File: src/rtl/autocfg_pkg.sv
package autocfg_pkg;
  localparam int unsigned WIN_BITS = 16;
  localparam int unsigned CFG_LIMIT_BITS = 7;
  localparam logic [6:0] OFF_COMMIT = 7'h48;
  localparam logic [6:0] OFF_LOW    = 7'h4A;
  localparam logic [6:0] OFF_SILENT = 7'h4C;

  function automatic logic [7:0] type_byte(input logic [2:0] size_code,
                                           input logic on_freelist,
                                           input logic vector_ok,
                                           input logic chained);
    return {2'b11, on_freelist, vector_ok, chained, size_code};
  endfunction
endpackage

File: src/rtl/autocfg_nibble_rom.sv
module autocfg_nibble_rom #(
  parameter logic [7:0]  TYPE_B   = 8'hD1,
  parameter logic [7:0]  PRODUCT  = 8'h00,
  parameter logic [7:0]  FLAGS_B  = 8'h00,
  parameter logic [15:0] VENDOR   = 16'h1212,
  parameter logic [31:0] SERIAL   = 32'h0,
  parameter logic [15:0] ROMVEC   = 16'h1000
) (
  input  logic [5:0] slot_i,
  output logic [3:0] nib_o
);
  logic [4:0] idx;
  logic [7:0] cur;
  logic [3:0] raw;

  assign idx = slot_i[5:1];

  always_comb begin
    case (idx)
      5'd0:  cur = TYPE_B;
      5'd1:  cur = PRODUCT;
      5'd2:  cur = FLAGS_B;
      5'd4:  cur = VENDOR[15:8];
      5'd5:  cur = VENDOR[7:0];
      5'd6:  cur = SERIAL[31:24];
      5'd7:  cur = SERIAL[23:16];
      5'd8:  cur = SERIAL[15:8];
      5'd9:  cur = SERIAL[7:0];
      5'd10: cur = ROMVEC[15:8];
      5'd11: cur = ROMVEC[7:0];
      default: cur = 8'h00;
    endcase
  end

  assign raw   = slot_i[0] ? cur[3:0] : cur[7:4];
  assign nib_o = (slot_i < 6'd2) ? raw : ~raw;
endmodule

File: src/rtl/autocfg_win_decode.sv
module autocfg_win_decode #(
  parameter int unsigned ADDR_W   = 24,
  parameter int unsigned CFG_PAGE = 'hE8,
  localparam int unsigned PAGE_W  = ADDR_W - autocfg_pkg::WIN_BITS
) (
  input  logic [ADDR_W-1:0] addr_i,
  input  logic [PAGE_W-1:0] base_i,
  input  logic              configured_i,
  input  logic              silent_i,
  output logic              hit_o,
  output logic              cfg_space_o,
  output logic [autocfg_pkg::WIN_BITS-1:0] off_o
);
  import autocfg_pkg::*;
  logic [PAGE_W-1:0] page;
  logic [PAGE_W-1:0] want;

  assign page  = addr_i[ADDR_W-1:WIN_BITS];
  assign off_o = addr_i[WIN_BITS-1:0];
  assign want  = configured_i ? base_i : PAGE_W'(CFG_PAGE);
  assign hit_o = !silent_i && (page == want);
  assign cfg_space_o = (off_o[WIN_BITS-1:CFG_LIMIT_BITS] == '0);
endmodule

File: src/rtl/autocfg_state.sv
module autocfg_state #(
  parameter int unsigned PAGE_W = 8,
  localparam int unsigned HI_W  = PAGE_W - 4
) (
  input  logic              clk_i,
  input  logic              rst_i,
  input  logic              wr_cfg_i,
  input  logic [6:0]        off_i,
  input  logic [3:0]        wnib_i,
  output logic [PAGE_W-1:0] base_o,
  output logic              configured_o,
  output logic              silent_o
);
  import autocfg_pkg::*;
  logic [3:0] low_q;
  logic       do_low, do_commit, do_silent;

  assign do_low    = wr_cfg_i && (off_i == OFF_LOW)    && !configured_o && !silent_o;
  assign do_commit = wr_cfg_i && (off_i == OFF_COMMIT) && !configured_o && !silent_o;
  assign do_silent = wr_cfg_i && (off_i == OFF_SILENT) && !configured_o && !silent_o;

  always_ff @(posedge clk_i) begin
    if (rst_i) begin
      low_q        <= 4'h0;
      base_o       <= '0;
      configured_o <= 1'b0;
      silent_o     <= 1'b0;
    end else begin
      if (do_low)    low_q <= wnib_i;
      if (do_commit) begin
        base_o       <= {HI_W'(wnib_i), low_q};
        configured_o <= 1'b1;
      end
      if (do_silent) silent_o <= 1'b1;
    end
  end


  configured_sticky_chk: assert property (@(posedge clk_i) disable iff (rst_i)
    configured_o |=> configured_o);

  silent_sticky_chk: assert property (@(posedge clk_i) disable iff (rst_i)
    silent_o |=> (silent_o && !configured_o));

  commit_value_chk: assert property (@(posedge clk_i) disable iff (rst_i)
    (wr_cfg_i && off_i == 7'h48 && !configured_o && !silent_o)
      |=> (configured_o && base_o[3:0] == $past(low_q)));

  base_frozen_chk: assert property (@(posedge clk_i) disable iff (rst_i)
    configured_o |=> $stable(base_o));
endmodule

File: src/rtl/autocfg_responder.sv
module autocfg_responder #(
  parameter int unsigned ADDR_W   = 24,
  parameter int unsigned CFG_PAGE = 'hE8,
  parameter logic [15:0] VENDOR   = 16'h1212,
  parameter logic [7:0]  PRODUCT  = 8'h00,
  parameter logic [31:0] SERIAL   = 32'h0,
  parameter logic [15:0] ROMVEC   = 16'h1000,
  parameter logic [2:0]  SIZE_CODE = 3'b001,
  localparam int unsigned PAGE_W  = ADDR_W - autocfg_pkg::WIN_BITS
) (
  input  logic              clk_i,
  input  logic              rst_i,
  input  logic [ADDR_W-1:0] addr_i,
  input  logic [3:0]        wdata_i,
  input  logic              rd_i,
  input  logic              wr_i,
  output logic [3:0]        rdata_o,
  output logic              sel_o,
  output logic              configured_o
);
  import autocfg_pkg::*;
  localparam logic [7:0] TYPE_B = type_byte(SIZE_CODE, 1'b0, 1'b1, 1'b0);

  logic [PAGE_W-1:0]   base;
  logic                silent, hit, cfg_space;
  logic [WIN_BITS-1:0] off;
  logic [3:0]          nib;

  autocfg_win_decode #(.ADDR_W(ADDR_W), .CFG_PAGE(CFG_PAGE)) u_dec (
    .addr_i(addr_i), .base_i(base), .configured_i(configured_o),
    .silent_i(silent), .hit_o(hit), .cfg_space_o(cfg_space), .off_o(off)
  );

  autocfg_state #(.PAGE_W(PAGE_W)) u_state (
    .clk_i(clk_i), .rst_i(rst_i), .wr_cfg_i(wr_i && hit && cfg_space),
    .off_i(off[6:0]), .wnib_i(wdata_i), .base_o(base),
    .configured_o(configured_o), .silent_o(silent)
  );

  autocfg_nibble_rom #(
    .TYPE_B(TYPE_B), .PRODUCT(PRODUCT), .FLAGS_B(8'h00),
    .VENDOR(VENDOR), .SERIAL(SERIAL), .ROMVEC(ROMVEC)
  ) u_rom (.slot_i(off[6:1]), .nib_o(nib));

  always_ff @(posedge clk_i) begin
    if (rst_i) begin
      sel_o   <= 1'b0;
      rdata_o <= 4'hF;
    end else begin
      sel_o   <= (rd_i || wr_i) && hit;
      rdata_o <= (rd_i && hit && cfg_space && !off[0]) ? nib : 4'hF;
    end
  end


  silent_no_sel_chk: assert property (@(posedge clk_i) disable iff (rst_i)
    silent |=> !sel_o);

  data_needs_sel_chk: assert property (@(posedge clk_i) disable iff (rst_i)
    (rdata_o != 4'hF) |-> sel_o);

  old_window_quiet_chk: assert property (@(posedge clk_i) disable iff (rst_i)
    (configured_o && (rd_i || wr_i) && addr_i[ADDR_W-1:WIN_BITS] == PAGE_W'(CFG_PAGE)
      && base != PAGE_W'(CFG_PAGE)) |=> !sel_o);
endmodule

File: config.mk
export PLATFORM = sky130hd
export DESIGN_NAME = autocfg_responder
export DESIGN_NICKNAME = d
export VERILOG_FILES = /design/src/rtl/autocfg_pkg.sv /design/src/rtl/autocfg_nibble_rom.sv /design/src/rtl/autocfg_win_decode.sv /design/src/rtl/autocfg_state.sv /design/src/rtl/autocfg_responder.sv
export SDC_FILE = /design/constraint.sdc
export NUM_CORES = 1
export LEC_CHECK = 0
export ABC_AREA = 0
export BUFFER_PORTS_ARGS = -buffer_cell sky130_fd_sc_hd__buf_2
export CAP_MARGIN = 40
export CELL_PAD_IN_SITES_DETAIL_PLACEMENT = 1
export CELL_PAD_IN_SITES_GLOBAL_PLACEMENT = 1
export CORE_ASPECT_RATIO = 0.6
export CORE_MARGIN = 2
export CORE_UTILIZATION = 25
export CTS_BUF_LIST = sky130_fd_sc_hd__clkbuf_8
export CTS_CLUSTER_SIZE = 10
export DETAILED_ROUTE_END_ITERATION = 10
export GPL_TIMING_DRIVEN = 0
export PLACE_DENSITY_LB_ADDON = 0.2
export SYNTH_ARGS = -nofsm -noshare
export SYNTH_HDL_FRONTEND = slang
export SYNTH_HIERARCHICAL = 1
export SYNTH_SLANG_ARGS = --single-unit
export TNS_END_PERCENT = 1
File: constraint.sdc
create_clock -name clk_i -period 2.3 [get_ports clk_i]
set_input_delay 0.23 -clock clk_i [delete_from_list [all_inputs] [get_ports clk_i]]
set_output_delay 0.23 -clock clk_i [all_outputs]
set_load 0.1 [all_outputs]
==> metrics.md <==
| Metric | Value |
|---|---|
| H-tree depth | `1` |
| Crit path largest cell delay | `390 ps` |
| PostCTS Resize Cnt | `0` |
| # setup viols final | `0` |
| Cell Pwr Density | `477 nW/um2` |
| Vias in the first global route | `961` |
| Worst Path Class, Setup | `flop to flop` |
| Worst path top cell family by delay | `simple AND/OR/NAND/NOR gates` |
| Min-Delay Path Class | `primary input to flop` |
| Maximum root-to-sink buffer count | `2` |
| Setup ws final | `203 ps` |
| Filler cell count in the final layout | `532` |
| Worst-Skew Late Latency | `260 ps` |
| Hold buffers post-CTS | `0` |
| Rel. slew slack | `0.678` |
| DR iter-0 viols | `17` |
| DR vias/cell | `4.45` |
| Post-CTS setup buffers | `0` |
| Fin Setup TNS | `0 ps` |
| DRC Markers | `0` |
| Final Hold Vio Count | `0` |
| LEAKAGE | `0.611 nW` |
| Routed vias | `953` |
| Multi-input combinational cell area | `604 um2` |
| Rows | `18` |
| Startpoint Class | `flop` |
| Die X | `88.9 um` |
| Max Cap Viol | `0` |
| Final Cell Area | `1360 um2` |
| Maximum number of pins on one net before global-route repair | `15` |
| Run status | `completed` |
| WL/cell | `13.4 um` |
| Post-Syn Area per Cell | `9.02 um2` |
| Min-delay src | `wdata_i[0]` |
| Dpl hpwl | `2310 um` |
| Critical R2R Launch | `u_state/base_o[4]$_SDFFE_PP0P_` |
| ANT cells | `0` |
| Net Count, Synth | `152` |
| R2r worst-path depth | `9` |
| Register area | `382 um2` |
| Number of top-level pins | `38` |
| TritonCTS clock tree | `yes` |
| Chip Height | `55.0 um` |
| Final net count | `187` |
| Share of cells above drive strength 1 | `0.338` |
| Core ar. | `4140 um2` |
| Critical Path Sink Type | `flop` |
| Slew @ Worst Pin | `487 ps` |
| Final Util | `0.328` |
| Routability cong. | `0.686` |
| CTS root buffer | `clkbuf_8` |
| Starting Density | `0.261` |
| Fmax | `477 MHz` |
| Critical Path, Cell by Cell | `xnor2_1, nand3_1, o221ai_1, and4_1, and3_2, and4bb_2, nand4_1, buf_6, mux2i_1` |
| Initial antenna violation count | `0` |
| Non-Filler Instances | `214` |
| Syn-to-layout area delta | `25.4%` |
| Yosys warns | `6` |
| Die Area | `4890 um2` |
| Reg2reg setup slack | `200 ps` |
| Syn Inst Count | `120` |
| Antenna-violating nets left | `0` |
| Worst Path Arrival | `2250 ps` |
| Slowest cell on crit path | `dfxtp_1` |
| Fin Clk Skew | `2.22 ps` |
| Place WS | `209 ps` |
| WHS Endpoint | `u_state/low_q[0]$_SDFFE_PP0P_` |
| Total CTS buffers | `3` |
| RSZ-0062 raised after global routing | `false` |
| DR pass1 iterations | `4` |
| # port buffers | `30` |
| Min-Delay Path Depth | `3` |
| Clk sinks | `19` |
| WP buf/inv | `1` |
| Syn Std Cell Area | `1080 um2` |
| WL final | `2880 um` |
| Clock transition at path regs | `80 ps` |
| Max VDD drop | `0.170 mV` |
| Capturing point of the worst reg2reg path | `u_state/base_o[5]$_SDFFE_PP0P_` |
| Pins Over Slew Limit | `0` |
| Period minus WS final | `2100 ps` |
| Crit Path Max Fanout | `9` |
| Placed Area | `1310 um2` |
| First-pass GRT wire length | `4790 um` |
| Placed cell count | `210` |
| Gr usage total | `0.135` |
| Total congestion overflow | `0` |
| CP required | `2450 ps` |
| Final Cycle Share | `0.912` |
-- cell type report --
type / count / area share
timing repair buffer: 30 / 0.111
inverter: 6 / 0.0166
buffer: 10 / 0.0553
multi-input combinational: 85 / 0.445
tap: 60 / 0.0553
clock inverter: 1 / 0.00553
sequential: 19 / 0.281
clock buffer: 3 / 0.0304
-- cells in the final DEF (no fill, tap or decap), types with 2 or more instances in the layout --
cell / count
inv_1: 6
nand3_1: 2
buf_2: 30
mux2i_1: 12
nor4_1: 3
nand2b_1: 16
a21oi_1: 4
dfxtp_1: 18
nor2_1: 11
o21ai_0: 2
nor3b_1: 2
nor3b_2: 3
buf_4: 8
clkbuf_8: 3
nand2_1: 7
xnor2_1: 2
o21ai_1: 2
-- flip-flops by register name, summed over array words and instances (netlist names) --
register,count
sel_o,1
u_state/base_o,8
u_state/silent_o,1
u_state/configured_o,1
rdata_o,4
u_state/low_q,4
-- worst reg2reg max path, cell delays in order, from the launching register on --
cell and delay, ps:
dfxtp_1 390, xnor2_1 150, nand3_1 110, o221ai_1 210
and4_1 260, and3_2 190, and4bb_2 280, nand4_1 120
buf_6 170, mux2i_1 130
-- worst max path at each step --
stage / cells past startpoint / end / startpoint / slack [ps]
floorplan: 9 / u_state/base_o[0]$_SDFFE_PP0P_ / u_state/configured_o$_SDFFE_PP0P_ / 70
CTS: 9 / u_state/base_o[2]$_SDFFE_PP0P_ / u_state/configured_o$_SDFFE_PP0P_ / 200
global placement: 8 / u_state/low_q[2]$_SDFFE_PP0P_ / u_state/configured_o$_SDFFE_PP0P_ / 260
finish: 9 / u_state/base_o[5]$_SDFFE_PP0P_ / u_state/base_o[4]$_SDFFE_PP0P_ / 200
global route: 8 / u_state/low_q[3]$_SDFFE_PP0P_ / u_state/configured_o$_SDFFE_PP0P_ / 30
detailed placement: 9 / u_state/base_o[5]$_SDFFE_PP0P_ / u_state/configured_o$_SDFFE_PP0P_ / 210
-- where the power goes --
group          internal [mW]  switching [mW]  total, mW
registers              0.328      0.00000122      0.328
logic                 0.0384          0.0336     0.0719
clock network          0.122           0.125      0.247
-- per-stage QoR --
step	power (mW)	hold slack (ps)
after CTS	0.660	261
after floorplan	0.373	306
after detailed placement	0.409	485
after global routing	0.687	260
after global placement	0.405	466
final	0.648	253
-- routing by layer --
| layer | part of all wire | vias up | track usage |
|---|---|---|---|
| li1 | - | 481 | - |
| met1 | 0.51 | 451 | 0.180 |
| met2 | 0.44 | 19 | 0.215 |
| met3 | 0.041 | 2 | 0.0401 |
| met4 | 0.0059 | 0 | 0.0373 |
| met5 | 0 | - | 0 |
Note: power is estimated with default switching activity, not from simulation.
